==> config.mk <==
export PLATFORM = sky130hd
export DESIGN_NAME = rra_arbiter
export DESIGN_NICKNAME = d
export VERILOG_FILES = /design/src/rtl/rra_pkg.sv /design/src/rtl/rra_capture.sv /design/src/rtl/rra_compare.sv /design/src/rtl/rra_decide.sv /design/src/rtl/rra_outreg.sv /design/src/rtl/rra_arbiter.sv
export SDC_FILE = /design/constraint.sdc
export NUM_CORES = 1
export LEC_CHECK = 0
export BUFFER_PORTS_ARGS = -buffer_cell sky130_fd_sc_hd__buf_2
export CAP_MARGIN = 15
export CORE_AREA = 2 2 93 95
export CTS_CLUSTER_SIZE = 28
export DETAILED_ROUTE_END_ITERATION = 8
export DIE_AREA = 0 0 95 97
export PLACE_DENSITY = 0.78
export SLEW_MARGIN = 20
export SYNTH_ARGS = -nofsm -noshare
export SYNTH_HDL_FRONTEND = slang
export SYNTH_HIERARCHICAL = 1
export SYNTH_SLANG_ARGS = --single-unit
==> constraint.sdc <==
create_clock -name clk -period 3.48 [get_ports clk]
set_input_delay 0.696 -clock clk [delete_from_list [all_inputs] [get_ports clk]]
set_output_delay 0.696 -clock clk [all_outputs]
set_load 0.005 [all_outputs]
==> src/rtl/rra_pkg.sv <==
package rra_pkg;

  // receiver indices, fixed by the decision table
  localparam int RX_HI   = 0;
  localparam int RX_LO   = 1;
  localparam int RX_SUM  = 2;
  localparam int NUM_RX  = 3;
  localparam int NUM_CMP = 3;

  // comparator pair indices
  localparam int CMP_HL = 0;
  localparam int CMP_HS = 1;
  localparam int CMP_LS = 2;

  typedef enum logic [1:0] {
    SRC_HI  = 2'd0,
    SRC_LO  = 2'd1,
    SRC_SUM = 2'd2
  } src_e;

  typedef enum logic [2:0] {
    FC_NORMAL = 3'd0,
    FC_LO_BAD = 3'd1,
    FC_HI_BAD = 3'd2,
    FC_COMMON = 3'd3,
    FC_ALLBAD = 3'd4
  } fcase_e;

  typedef struct packed {
    logic err;
    src_e sel0;
    src_e sel1;
  } verdict_t;

  function automatic int cmp_a(input int p);
    return (p == CMP_LS) ? RX_LO : RX_HI;
  endfunction

  function automatic int cmp_b(input int p);
    return (p == CMP_HL) ? RX_LO : RX_SUM;
  endfunction

endpackage

==> src/rtl/rra_capture.sv <==
module rra_capture
  import rra_pkg::*;
#(
  parameter int WIDTH = 16
) (
  input  logic                          clk,
  input  logic                          rst,
  input  logic                          strobe,
  input  logic [NUM_RX-1:0]             ok_in,
  input  logic [NUM_RX-1:0][WIDTH-1:0]  data_in,
  output logic [NUM_RX-1:0]             ok_q,
  output logic [NUM_RX-1:0][WIDTH-1:0]  data_q,
  output logic                          pend_q
);

  always_ff @(posedge clk) begin
    if (rst) begin
      pend_q <= 1'b0;
    end else begin
      pend_q <= strobe;
    end
  end

  for (genvar r = 0; r < NUM_RX; r++) begin : g_rx
    always_ff @(posedge clk) begin
      if (rst) begin
        ok_q[r]   <= 1'b0;
        data_q[r] <= '0;
      end else if (strobe) begin
        ok_q[r]   <= ok_in[r];
        data_q[r] <= data_in[r];
      end
    end
  end

endmodule

==> src/rtl/rra_compare.sv <==
module rra_compare
  import rra_pkg::*;
#(
  parameter int WIDTH = 16
) (
  input  logic [NUM_RX-1:0][WIDTH-1:0] data,
  output logic [NUM_CMP-1:0]           eq
);

  for (genvar p = 0; p < NUM_CMP; p++) begin : g_pair
    localparam int IA = cmp_a(p);
    localparam int IB = cmp_b(p);
    logic [WIDTH-1:0] diff;
    always_comb begin
      diff  = data[IA] ^ data[IB];
      eq[p] = ~|diff;
    end
  end

endmodule

==> src/rtl/rra_decide.sv <==
module rra_decide
  import rra_pkg::*;
(
  input  logic [NUM_RX-1:0]  ok,
  input  logic [NUM_CMP-1:0] eq,
  output verdict_t           verdict
);

  fcase_e fcase;

  always_comb begin
    unique case ({ok[RX_HI], ok[RX_LO], ok[RX_SUM]})
      3'b101:  fcase = FC_LO_BAD;
      3'b011:  fcase = FC_HI_BAD;
      3'b001:  fcase = FC_COMMON;
      3'b000:  fcase = FC_ALLBAD;
      default: fcase = FC_NORMAL;
    endcase
  end

  always_comb begin
    verdict = '{err: 1'b1, sel0: SRC_HI, sel1: SRC_LO};
    unique case (fcase)
      FC_NORMAL: verdict.err = ~eq[CMP_HL];
      FC_LO_BAD: if (eq[CMP_HS]) verdict = '{err: 1'b0, sel0: SRC_HI,  sel1: SRC_SUM};
      FC_HI_BAD: if (eq[CMP_LS]) verdict = '{err: 1'b0, sel0: SRC_SUM, sel1: SRC_LO};
      FC_COMMON: verdict = '{err: 1'b0, sel0: SRC_SUM, sel1: SRC_SUM};
      default:   verdict.err = 1'b1;
    endcase
  end

endmodule

==> src/rtl/rra_outreg.sv <==
module rra_outreg
  import rra_pkg::*;
#(
  parameter int WIDTH = 16
) (
  input  logic                         clk,
  input  logic                         rst,
  input  logic                         load,
  input  verdict_t                     verdict,
  input  logic [NUM_RX-1:0][WIDTH-1:0] data,
  output logic [WIDTH-1:0]             slot0,
  output logic [WIDTH-1:0]             slot1,
  output logic                         err,
  output logic                         valid
);

  function automatic logic [WIDTH-1:0] pick(input src_e s,
                                            input logic [NUM_RX-1:0][WIDTH-1:0] d);
    unique case (s)
      SRC_LO:  return d[RX_LO];
      SRC_SUM: return d[RX_SUM];
      default: return d[RX_HI];
    endcase
  endfunction

  always_ff @(posedge clk) begin
    if (rst) begin
      slot0 <= '0;
      slot1 <= '0;
      err   <= 1'b0;
      valid <= 1'b0;
    end else begin
      valid <= load;
      if (load) begin
        slot0 <= pick(verdict.sel0, data);
        slot1 <= pick(verdict.sel1, data);
        err   <= verdict.err;
      end
    end
  end

endmodule

==> src/rtl/rra_arbiter.sv <==
module rra_arbiter
  import rra_pkg::*;
#(
  parameter int WIDTH = 16
) (
  input  logic             clk,
  input  logic             rst,
  input  logic             frame_done,
  input  logic             crc_ok_hi,
  input  logic             crc_ok_lo,
  input  logic             crc_ok_sum,
  input  logic [WIDTH-1:0] data_hi,
  input  logic [WIDTH-1:0] data_lo,
  input  logic [WIDTH-1:0] data_sum,
  output logic [WIDTH-1:0] slot0_data,
  output logic [WIDTH-1:0] slot1_data,
  output logic             err_flag,
  output logic             out_valid
);

  logic [NUM_RX-1:0]             ok_in;
  logic [NUM_RX-1:0][WIDTH-1:0]  data_in;
  logic [NUM_RX-1:0]             ok_q;
  logic [NUM_RX-1:0][WIDTH-1:0]  data_q;
  logic                          pend_q;
  logic [NUM_CMP-1:0]            eq;
  verdict_t                      verdict;

  always_comb begin
    ok_in[RX_HI]    = crc_ok_hi;
    ok_in[RX_LO]    = crc_ok_lo;
    ok_in[RX_SUM]   = crc_ok_sum;
    data_in[RX_HI]  = data_hi;
    data_in[RX_LO]  = data_lo;
    data_in[RX_SUM] = data_sum;
  end

  rra_capture #(.WIDTH(WIDTH)) u_cap (
    .clk     (clk),
    .rst     (rst),
    .strobe  (frame_done),
    .ok_in   (ok_in),
    .data_in (data_in),
    .ok_q    (ok_q),
    .data_q  (data_q),
    .pend_q  (pend_q)
  );

  rra_compare #(.WIDTH(WIDTH)) u_cmp (
    .data (data_q),
    .eq   (eq)
  );

  rra_decide u_dec (
    .ok      (ok_q),
    .eq      (eq),
    .verdict (verdict)
  );

  rra_outreg #(.WIDTH(WIDTH)) u_out (
    .clk     (clk),
    .rst     (rst),
    .load    (pend_q),
    .verdict (verdict),
    .data    (data_q),
    .slot0   (slot0_data),
    .slot1   (slot1_data),
    .err     (err_flag),
    .valid   (out_valid)
  );

endmodule

---- After elaboration in Yosys (flattened, before gate mapping) ----
Index checks and enable logic that the tools add are counted.
storage, ports and cells
  register bits ........................... 86
  input port bits ......................... 54
  output and inout bits ................... 34
  word-level logic and storage cells ...... 36
operators by class
  equality and inequality tests ........... 10
  multiplexer cells ....................... 7
  bitwise operators ....................... 3
  reductions and logical operators ........ 5
operators with widths
  cell                  count
  $pmux W16 S2          2
  $reduce_or A16 Y1     3
  $xor A16 B16 Y16      3
  $pmux W3 S4           1
  $pmux W4 S3           1
  $mux W5               2
  $eq A3 B2 Y1 const B  3
  $eq A3 B1 Y1 const B  2
  $logic_not A3 Y1      2
  $eq A2 B1 Y1 const B  2
  $eq A2 B2 Y1 const B  2
  $pmux W1 S4           1
  $eq A3 B3 Y1 const B  1

---- Logic depth before layout (Yosys ltp) ----
Gate-level depths: netlist (run 1).
  depth after elaboration ................. 6
  gate-level depth with buffers ........... 13
  mapped depth without buffers ............ 11

---- Cells and area by module ----
Netlist (run 1), hierarchy kept.
modules (own cells, without submodules)
  module       instances  cells each  area an instance (um2)  seq. area each (um2)
  rra_outreg   1          180         1894.3                  680.7
  rra_capture  1          167         1860.5                  1041.0
  rra_compare  1          63          533.0                   0.0
  rra_decide   1          13          97.6                    0.0

---- Worst setup path after synthesis (run 1) ----
Ideal clock, no wire load.
  kind .................................... register -> register
  from .................................... register u_cap/data_q[42] (netlist name)
  to ...................................... register u_out.slot1[11]
  library setup time ...................... 0.125 ns
  arrival ................................. 2.362 ns
  required time ........................... 3.355 ns
  path slack .............................. 0.993 ns
  stages on the path, launching flop included .. 14
  path buffers ............................ 2
  clock period less this slack ............ 2.487 ns
  path through ............................ dfxtp_1 -> xnor2_1 -> nand4_1 -> nor4_2 -> and2b_4 -> nor3b_2 -> inv_1 -> inv_1 -> ha_1 -> nand2b_1 -> buf_6 -> buf_6 -> a221oi_2 -> nor3_2
RTL lines
  what                              RTL line           text
  start: declaration                rra_capture.sv:12  output logic [NUM_RX-1:0][WIDTH-1:0] data_q,
  start signal: indexed assignment  rra_capture.sv:31  data_q[r] <= data_in[r];
  end signal: assignment            rra_outreg.sv:36   slot1 <= pick(verdict.sel1, data);
  end: declaration                  rra_outreg.sv:12   output logic [WIDTH-1:0] slot1,

==> out/qor.yml, run 1 <==
status:
  status: "finished clean"
power:
  powerDensity_nw_per_um2: 447
  power_leakage_nw: 2.10
  vdd_drop_max_v: 0.000236
cells_and_area:
  multi_input_area_sq_um: 2380
  fin_area_sq_um: 4980
  regArea_sq_um: 1720
  area_growth_pct: 13.5
  drive_above_1_share_pct: 32.5
  nNetsFinal: 552
  antenna_cells: 0
  fillers: 700
clock_network:
  htreeDepth: 3
  cts_hold_buf: 0
  cts.repair.resized: 0
  cts_tree: "built"
  root_buffer: "clkbuf_8"
  cts.sinks: 86
  cts_setup_buffers: 0
  clk_pin_slew_ns: 0.08
  cts_max_path_buffers: 2
  clk_latency_ns: 0.36
  cts-buffers-inserted: 9
synth:
  synth_top_family_by_area: "simple AND/OR/NAND/NOR gates"
  synth_area_leaders: "dfxtp_1 39%, mux2i_1 12%, xnor2_1 9.6%, a221oi_2 7.2%, nor2_1 4.7%"
  synth-compound-area-share_pct: 14.7
  netlist.top_cell.by_area: "dfxtp_1"
  syn-num-nets: 481
  async_flop_share_pct: 0
  yosys-top-cells-count: "86 x dfxtp_1, 55 x nor2_1, 52 x mux2i_1"
  syn_area_per_cell_sq_um: 10.4
  synthesis.area_sq_um: 4390
  synth_xor_area_share_pct: 9.59
  synthCells: 423
  synthSimpleGateAreaFrac_pct: 16.9
  ys_warn_count: 6
  synthFlopType: "dfxtp_1"
  synth-edff-count: 0
  synthMuxAreaShare_pct: 11.9
  yosysMostFrequentCell: "dfxtp_1"
  synthAdderAreaFrac_pct: 1.14
  synthDominantCellAreaShare_pct: 39.3
  ys_ff_latch: 86
  synth-seq-area-share_pct: 39.3
  ys_types: 33
detailed_routing:
  wl_per_cell_um: 17.9
  final_antenna_net_count: 0
  vias: 3550
  drt-initial-drc-count: 201
  wl_um: 10800
  detail_route.vias_per_cell: 5.88
  drc_errors: 0
  dr.pass1.iters: 5
worst_setup_path:
  r2r.worst_path.cells: 12
  crit_path_max_fanout: 10
  endpoint_kind: "register"
  start_kind: "register"
  cp_data_required_time_ns: 3.73
  path_cells: "xnor2_1, nand4_1, nor4_2, and2b_4, nor3b_2, inv_1, inv_1, ha_1, nand2b_1, buf_4, a221oi_2, nor3_2"
  cpMaxStageDelayCell: "dfxtp_1"
  path_class: "reg -> reg"
  slowest_delay_ns: 0.47
  critPathMostFrequentCell: "inv_1"
  arrival_ns: 3.23
global_route:
  grt_pass1_vias: 3473
  grt_first_pass_wirelength_um: 17600
  overflow: 0
  antenna_found_initial: 0
  grt_max_degree: 52
  grt_use_total_pct: 24.3
run:
  drv_cap: 0
sta:
  tns_ns: 0
  tightest_slew_ns: 0.942
  finalHoldViolCount: 0
  finClkSkew_ns: 0.0103
  slew_violations: 0
  fmax_ghz: 0.336
  max_slew_margin_pct: 37.2
  period_share_pct: 85.6
  setup_violations: 0
  rsz0062_at_grt: "no"
  post-route-min-period_ns: 2.98
floorplanning:
  die_w_um: 95
  rows: 33
  ios: 88
  die_area_sq_um: 9220
  initial_core_util_pct: 53.9
  die_h_um: 97
  coreArea_sq_um: 8130
hold_path:
  hold_class: "reg -> reg"
  holdPathStages: 2
placement:
  placed_cell_area_sq_um: 4780
  dp_hpwl_um: 7620
  io_buffers: 87
  place_congestion: 0.906
## cell usage in the layout (no fill, tap or decap), types with 10 or more instances in the layout
| cell | count |
|---|---|
| a221oi_1 | 11 |
| a221oi_2 | 21 |
| buf_2 | 87 |
| clkbuf_8 | 10 |
| dfxtp_1 | 86 |
| mux2i_1 | 52 |
| nand3b_1 | 11 |
| nand4_1 | 12 |
| nor2_1 | 55 |
| nor3_1 | 10 |
| nor3_2 | 20 |
| o22ai_1 | 19 |
| xnor2_1 | 48 |
## routing by layer
layer  track usage [%]  up-vias  wire (um)  part of all wire [%]
li1                  -     1686          -                     -
met1              33.1     1742       4790                    44
met3              5.22        9        596                   5.5
met4              6.24        0        115                   1.1
met2              38.8      113       5310                    49
met5                 0        -          0                     0
## state kept, by name, summed over array words and instances, names as in the netlist
| name | flops |
|---|---|
| u_cap/data_q | 48 |
| u_out/slot1 | 16 |
| u_out/slot0 | 16 |
| u_cap/pend_q | 1 |
| u_out/valid | 1 |
| u_out/err | 1 |
| u_cap/ok_q | 3 |
## final timing paths
check                        start              end  slack [ns]
setup reg to reg  u_cap/data_q[35]  u_out/slot1[11]        0.50
hold reg to reg     u_out/slot1[3]   u_out/slot1[3]        0.51
hold / removal      u_out/slot1[3]   u_out/slot1[3]        0.51
setup / recovery  u_cap/data_q[35]  u_out/slot1[11]        0.50
## power by group
group	total [mW]	switching [mW]	internal, mW
registers	1.13	0.0826	1.05
clock network	0.706	0.357	0.349
logic	0.391	0.205	0.186
total	2.23	0.645	1.58
## critical path: cells and delay by family, from the launching register on
kind                     cells  cell delay (ns)
AND/OR/NAND/NOR              6             1.31
flip-flops                   1             0.47
buffers and inverters        3             0.45
adder cells (fa/ha/maj)      1             0.23
AO/OA/AOI/OAI                1             0.21
XOR/XNOR                     1             0.18
## through the flow
stage                     setup WS, ns  utilization (%)  power, mW  cells  hold WS (ns)
after floorplan                  0.993                -       1.42    423         0.485
after global placement           0.602             58.8       1.53    588         0.477
after detailed placement         0.537             58.8       1.54    588         0.501
after CTS                        0.536             61.2       2.23    604         0.516
after global routing             0.243             61.2       2.32    604         0.550
final                            0.500             61.2       2.23    604         0.513
## logic make-up (layout without fill, tap and decap cells)
kind of cell	count (synthesis)	after routing
DFF	86	86
adders and majority gates	4	4
muxes	52	52
other	1	1
and+or+nand+nor	124	124
xor gates and xnor gates	48	48
buffers and inverters	41	117
AOI/OAI and AO/OA	67	67
## cell type report
class                           instances  area share (%)
Clock buffer                           10            2.76
Clock inverter                          6            1.23
Inverter                                5           0.377
Multi-Input combinational cell        296            47.8
Sequential cell                        86            34.6
Tap cell                              105            2.64
Timing Repair Buffer                   96            10.6
(Power assumes the default switching activity.)
==> inputs of run 2 (changes only) <==
--- a/config.mk
+++ b/config.mk
@@ -5,13 +5,14 @@
 export SDC_FILE = /design/constraint.sdc
 export NUM_CORES = 1
 export LEC_CHECK = 0
+export ABC_AREA = 1
 export BUFFER_PORTS_ARGS = -buffer_cell sky130_fd_sc_hd__buf_2
 export CAP_MARGIN = 15
-export CORE_AREA = 2 2 93 95
+export CORE_AREA = 2 2 97 99
 export CTS_CLUSTER_SIZE = 28
 export DETAILED_ROUTE_END_ITERATION = 8
-export DIE_AREA = 0 0 95 97
-export PLACE_DENSITY = 0.78
+export DIE_AREA = 0 0 99 101
+export PLACE_DENSITY = 0.77
 export SLEW_MARGIN = 20
 export SYNTH_ARGS = -nofsm -noshare
 export SYNTH_HDL_FRONTEND = slang
==> run 2 against run 1 <==
  * Non-clock buffer count fell by 5
  * Via count rose by 35%
  * Largest cell class unchanged
  * Utilization fell by 2.3 points
  * Setup slack improved by 0.37 ns
  * Final cell count rose by 59%
  * Register-to-register slack improved by 0.37 ns
  * Flip-flop and latch count did not move
  * Combinational power rose by 9.2%
  * Clock skew rose by 0.00063 ns
  * Synthesized area rose by 9.0%
  * Cell area rose by 6.3%
  * First-iteration DRC count rose by 73%
  * Critical path type unchanged
==> out/qor.yml, run 2 <==
status:
  status: "finished clean"
detailed_routing:
  wl_um: 12600
  drt-initial-drc-count: 348
  drc_errors: 0
  final_antenna_net_count: 0
  wl_per_cell_um: 13.1
  detail_route.vias_per_cell: 5.00
  vias: 4809
  dr.pass1.iters: 5
clock_network:
  cts_hold_buf: 0
  cts.sinks: 86
  cts_tree: "built"
  clk_latency_ns: 0.36
  clk_pin_slew_ns: 0.09
  htreeDepth: 3
  root_buffer: "clkbuf_8"
  cts.repair.resized: 0
  cts_setup_buffers: 0
  cts_max_path_buffers: 2
  cts-buffers-inserted: 9
synth:
  yosysMostFrequentCell: "nand2_1"
  syn-num-nets: 842
  synth-seq-area-share_pct: 36.0
  synthDominantCellAreaShare_pct: 36.0
  netlist.top_cell.by_area: "dfxtp_1"
  ys_warn_count: 6
  synthesis.area_sq_um: 4780
  synth_area_leaders: "dfxtp_1 36%, nand2_1 24%, nor2_1 9.8%, a21oi_1 6.7%, inv_1 6.1%"
  syn_area_per_cell_sq_um: 6.10
  synthCells: 784
  synthFlopType: "dfxtp_1"
  synth-edff-count: 0
  yosys-top-cells-count: "312 x nand2_1, 125 x nor2_1, 86 x dfxtp_1"
  async_flop_share_pct: 0
  ys_ff_latch: 86
  ys_types: 19
hold_path:
  holdPathStages: 2
  hold_class: "reg -> reg"
cells_and_area:
  regMostFlops: "u_cap/data_q"
  largest_reg_flops: 48
  layout_commonest_cell: "nand2_1"
  reg_top3: "u_cap/data_q x48, u_out/slot0 x16, u_out/slot1 x16"
  nNetsFinal: 904
  antenna_cells: 0
  layout_common_cells: "312 x nand2_1, 125 x nor2_1, 87 x buf_2, 86 x dfxtp_1, 78 x inv_1"
  fin_area_sq_um: 5290
  fillers: 901
  drive_above_1_share_pct: 12.9
  area_growth_pct: 10.7
power:
  sw_frac_of_total_pct: 32.0
  vdd_drop_max_v: 0.000189
  power_leakage_nw: 2.84
  powerDensity_nw_per_um2: 411
  switchingPower_mw: 0.696
  pwr-share-seq_pct: 52.5
  combPwrFrac_pct: 19.6
  internal_power_mw: 1.48
  p_clk_share_pct: 27.8
global_route:
  gr-usage-met1_pct: 39.0
  grt_use_total_pct: 25.7
  grt_use_met3_pct: 3.33
  overflow: 0
  grt_first_pass_wirelength_um: 20800
  grt_max_degree: 58
  use_met2_pct: 37.7
  antenna_found_initial: 0
  grt_busiest_layer: "met1"
  grt_pass1_vias: 4295
worst_setup_path:
  start_kind: "register"
  crit_path_max_fanout: 17
  arrival_ns: 2.86
  path_class: "reg -> reg"
  cp_data_required_time_ns: 3.72
  endpoint_kind: "register"
  r2r.worst_path.cells: 15
sta:
  finalHoldViolCount: 0
  finalHoldWorstSlack_ns: 0.504
  tightest_slew_ns: 1.01
  period_share_pct: 75.1
  post-route-min-period_ns: 2.61
  max_slew_margin_pct: 32.2
  finClkSkew_ns: 0.0109
  slew_violations: 0
  fmax_ghz: 0.383
  rsz0062_at_grt: "no"
  tns_ns: 0
  setup_slack_ns: 0.867
  setup_violations: 0
placement:
  dp_hpwl_um: 9120
  place_congestion: 0.929
  io_buffers: 87
  placed_cell_area_sq_um: 5140
  preCtsSetupSlack_ns: 0.951
floorplanning:
  ios: 88
  die_area_sq_um: 10000
  die_h_um: 101
  rows: 35
  coreArea_sq_um: 8980
  initial_core_util_pct: 53.3
  die_w_um: 99
run:
  drv_cap: 0
==> run 2: cell types whose count changed after synthesis, moves of 10 or more <==
cell,delta
nand2_1,+310
inv_1,+73
nor2_1,+70
a21oi_1,+64
mux2i_1,-52
o21ai_0,+26
a221oi_2,-21
nor3_2,-20
o22ai_1,-19
xnor2_1,-15
nand4_1,-12
a221oi_1,-11
nand3b_1,-11
nor3_1,-10
==> run 2: routing by layer <==
metal	share of wire, %	vias up
met5	0	-
met4	1.4	0
met3	7.5	15
met2	42	203
met1	49	2118
li1	-	2473
==> run 2: power groups by stage <==
stage | Clock, mW | Sequential, mW | Combinational (mW)
2_1_floorplan | 0 | 1.14 | 0.317
3_3_place_gp | 0 | 1.16 | 0.413
3_5_place_dp | 0 | 1.16 | 0.417
4_1_cts | 0.617 | 1.14 | 0.420
5_1_grt | 0.657 | 1.15 | 0.488
6_report | 0.605 | 1.14 | 0.427
==> run 2: cells by family (layout without fill, tap and decap cells) <==
kind of cell	after synthesis	after routing	share of synthesized area, %
flops	86	86	36.0
simple gates	439	439	34.6
fa+ha+maj	4	4	1.05
buf+inv	123	189	12.0
other cells	1	1	0.0784
compound gates	98	98	10.3
xor+xnor	33	33	6.05
==> run 2: path summary, 6_finish.rpt <==
kind                        start        endpoint  slack [ns]
hold / removal      u_cap/ok_q[1]   u_cap/ok_q[1]        0.50
hold reg to reg     u_cap/ok_q[1]   u_cap/ok_q[1]        0.50
setup / recovery  u_cap/data_q[4]  u_out/slot1[2]        0.87
setup reg to reg  u_cap/data_q[4]  u_out/slot1[2]        0.87
==> run 2: worst max-delay path: stages (launching register included) <==
cell	delay [ns]
dfxtp_1	0.51
xnor2_1	0.16
nand2_1	0.06
nor2_1	0.11
nand2_1	0.06
nor2_1	0.09
inv_1	0.04
nand2_1	0.06
nor2_2	0.04
nor2_1	0.16
inv_1	0.08
inv_1	0.06
ha_1	0.55
inv_2	0.28
nand2_1	0.14
a21oi_1	0.07
==> run 2: area by class of cell <==
class / count / area [sq um] / area share (%)
clock buffer: 11 / 131 / 2.48
clock inverter: 4 / 25.0 / 0.473
inverter: 83 / 312 / 5.89
multi-input combinational: 575 / 2490 / 47.0
sequential: 86 / 1720 / 32.5
tap: 111 / 139 / 2.62
timing repair buffer: 91 / 478 / 9.03
==> run 2: stage by stage <==
| stage | power (mW) | std cells | utilization (%) |
|---|---|---|---|
| floorplan | 1.45 | 784 | - |
| global route | 2.30 | 961 | 59.0 |
| detailed placement | 1.58 | 946 | 57.2 |
| global placement | 1.57 | 946 | 57.2 |
| finish | 2.17 | 961 | 59.0 |
| CTS | 2.18 | 961 | 59.0 |
==> inputs of run 3 (changes only) <==
==> constraint.sdc (replaced) <==
create_clock -name clk -period 2.72 [get_ports clk]
set_input_delay 0.544 -clock clk [delete_from_list [all_inputs] [get_ports clk]]
set_output_delay 0.544 -clock clk [all_outputs]
set_load 0.005 [all_outputs]
==> run 3 against run 2 <==
  * Clock-buffer cell count stayed put
  * Non-clock buffer count rose by 10
  * Final cell count up 1.1%
  * Cell area up 2.2%
  * Critical path depth is the same
  * Sequential share of layout area shrank 0.70 points
  * Power rose by 32%
  * Flip-flop and latch count unchanged
  * Hold slack got worse by 0.083 ns
  * Largest power group unchanged
==> out/qor.yml, run 3 (synthesized netlist as in run 2, its figures left out) <==
clock_network:
  cts-buffers-inserted: 9
  htreeDepth: 3
  root_buffer: "clkbuf_8"
  cts.sinks: 86
  cts_max_path_buffers: 2
  cts_setup_buffers: 0
  cts_hold_buf: 0
  cts.repair.resized: 0
  clk_latency_ns: 0.35
  cts_tree: "built"
  clk_pin_slew_ns: 0.09
cells_and_area:
  largest_reg_flops: 48
  reg_top3: "u_cap/data_q x48, u_out/slot0 x16, u_out/slot1 x16"
  layout_common_cells: "312 x nand2_1, 125 x nor2_1, 87 x buf_2, 86 x dfxtp_1, 78 x inv_1"
  nNetsFinal: 914
  antenna_cells: 0
  fillers: 881
  multi_input_area_sq_um: 2490
  layout_commonest_cell: "nand2_1"
  regArea_sq_um: 1720
  area_growth_pct: 13.1
  layout.cells.non_filler: 972
  drive_above_1_share_pct: 14.3
  regMostFlops: "u_cap/data_q"
  fin_area_sq_um: 5410
worst_setup_path:
  r2r.worst_path.cells: 15
  cpMaxStageDelayCell: "dfxtp_1"
  arrival_ns: 2.67
  path_class: "reg -> reg"
  start_kind: "register"
  endpoint_kind: "register"
  crit_start: "u_cap/data_q[4]"
  critPathMostFrequentCell: "nand2_1"
  reg2reg_slack_ns: 0.32
  timing.rr.end: "u_out/slot1[3]"
  crit_path_max_fanout: 16
  timing.rr.start: "u_cap/data_q[4]"
  slowest_delay_ns: 0.51
  path_cells: "xnor2_1, nand2_1, nor2_1, nand2_1, nor2_1, inv_1, nand2_1, nor2_2, nor2_1, inv_1, inv_1, ha_1, inv_2, nand2_1, a21oi_1"
  cp_data_required_time_ns: 2.99
sta:
  max_slew_margin_pct: 57.4
  finalHoldWorstSlack_ns: 0.421
  finClkSkew_ns: 0.0160
  tightest_slew_ns: 0.639
  period_share_pct: 88.4
  slew_violations: 0
  setup_violations: 0
  setup_slack_ns: 0.316
  rsz0062_at_grt: "no"
  finalHoldViolCount: 0
  fmax_ghz: 0.416
  post-route-min-period_ns: 2.40
  tns_ns: 0
power:
  vdd_drop_max_v: 0.000269
  powerDensity_nw_per_um2: 530
  power_leakage_nw: 2.91
floorplanning:
  rows: 35
  die_w_um: 99
  coreArea_sq_um: 8980
  ios: 88
  die_h_um: 101
  die_area_sq_um: 10000
  initial_core_util_pct: 53.3
run:
  drv_cap: 0
placement:
  preCtsSetupSlack_ns: 0.413
  dp_hpwl_um: 9100
  placed_cell_area_sq_um: 5220
  place_congestion: 0.913
  dp.cells: 956
  io_buffers: 87
global_route:
  antenna_found_initial: 0
  grt_max_degree: 104
  grt_pass1_vias: 3992
  grt_use_total_pct: 24.4
  overflow: 0
  grt_first_pass_wirelength_um: 19700
detailed_routing:
  drc_errors: 0
  vias: 4813
  wl_um: 12400
  detail_route.vias_per_cell: 4.95
  wl_per_cell_um: 12.7
  dr.pass1.iters: 5
  drt-initial-drc-count: 418
  final_antenna_net_count: 0
hold_path:
  hold_class: "in -> reg"
  holdPathStages: 2
  min_from: "rst"
  hold-path-endpoint: "u_cap/pend_q"
status:
  status: "finished clean"
==> run 3: power by group <==
part           switching [mW]  total (mW)  internal [mW]
Sequential              0.107        1.45           1.34
Clock                   0.463       0.843          0.380
Combinational           0.334       0.571          0.237
==> run 3: layout make-up <==
cell class                 count  area share (%)
clock inverter                 5           0.625
tap                          111            2.57
multi-input combinational    575            46.0
inverter                      83            5.76
sequential                    86            31.8
clock buffer                  11            2.80
timing repair buffer         101            10.5
==> run 3: worst max-delay path by stage <==
stage | end | slack [ns] | depth (start not counted)
finish | u_out/slot1[3] | 0.32 | 15
global placement | u_out/slot1[8] | 0.45 | 17
global route | u_out/slot1[3] | 0.12 | 15
detailed placement | u_out/slot1[7] | 0.41 | 15
floorplan | u_out/slot1[10] | 0.70 | 16
CTS | u_out/slot1[3] | 0.34 | 15
==> run 3: worst max-delay path, delay by kind of cell (launching register included) <==
kind	cells	cell delay (ns)
buf+inv	4	0.46
simple gates	8	0.70
compound gates	1	0.16
fa+ha+maj	1	0.31
flops	1	0.51
xor+xnor	1	0.17
==> run 3: metrics by stage <==
step | util, % | power, mW
after floorplan | - | 1.86
after global placement | 58.2 | 2.02
after detailed placement | 58.2 | 2.04
after CTS | 60.3 | 2.87
after global routing | 60.3 | 3.01
final | 60.3 | 2.86
==> run 3: routing by layer <==
layer | vias up | share of wire [%] | GRT usage (%) | wire (um)
met4 | 0 | 1.7 | 6.74 | 207
met1 | 2085 | 49 | 37.3 | 6050
met2 | 223 | 42 | 35.2 | 5130
li1 | 2483 | - | - | -
met5 | - | 0 | 0 | 0
met3 | 22 | 7.9 | 3.88 | 972
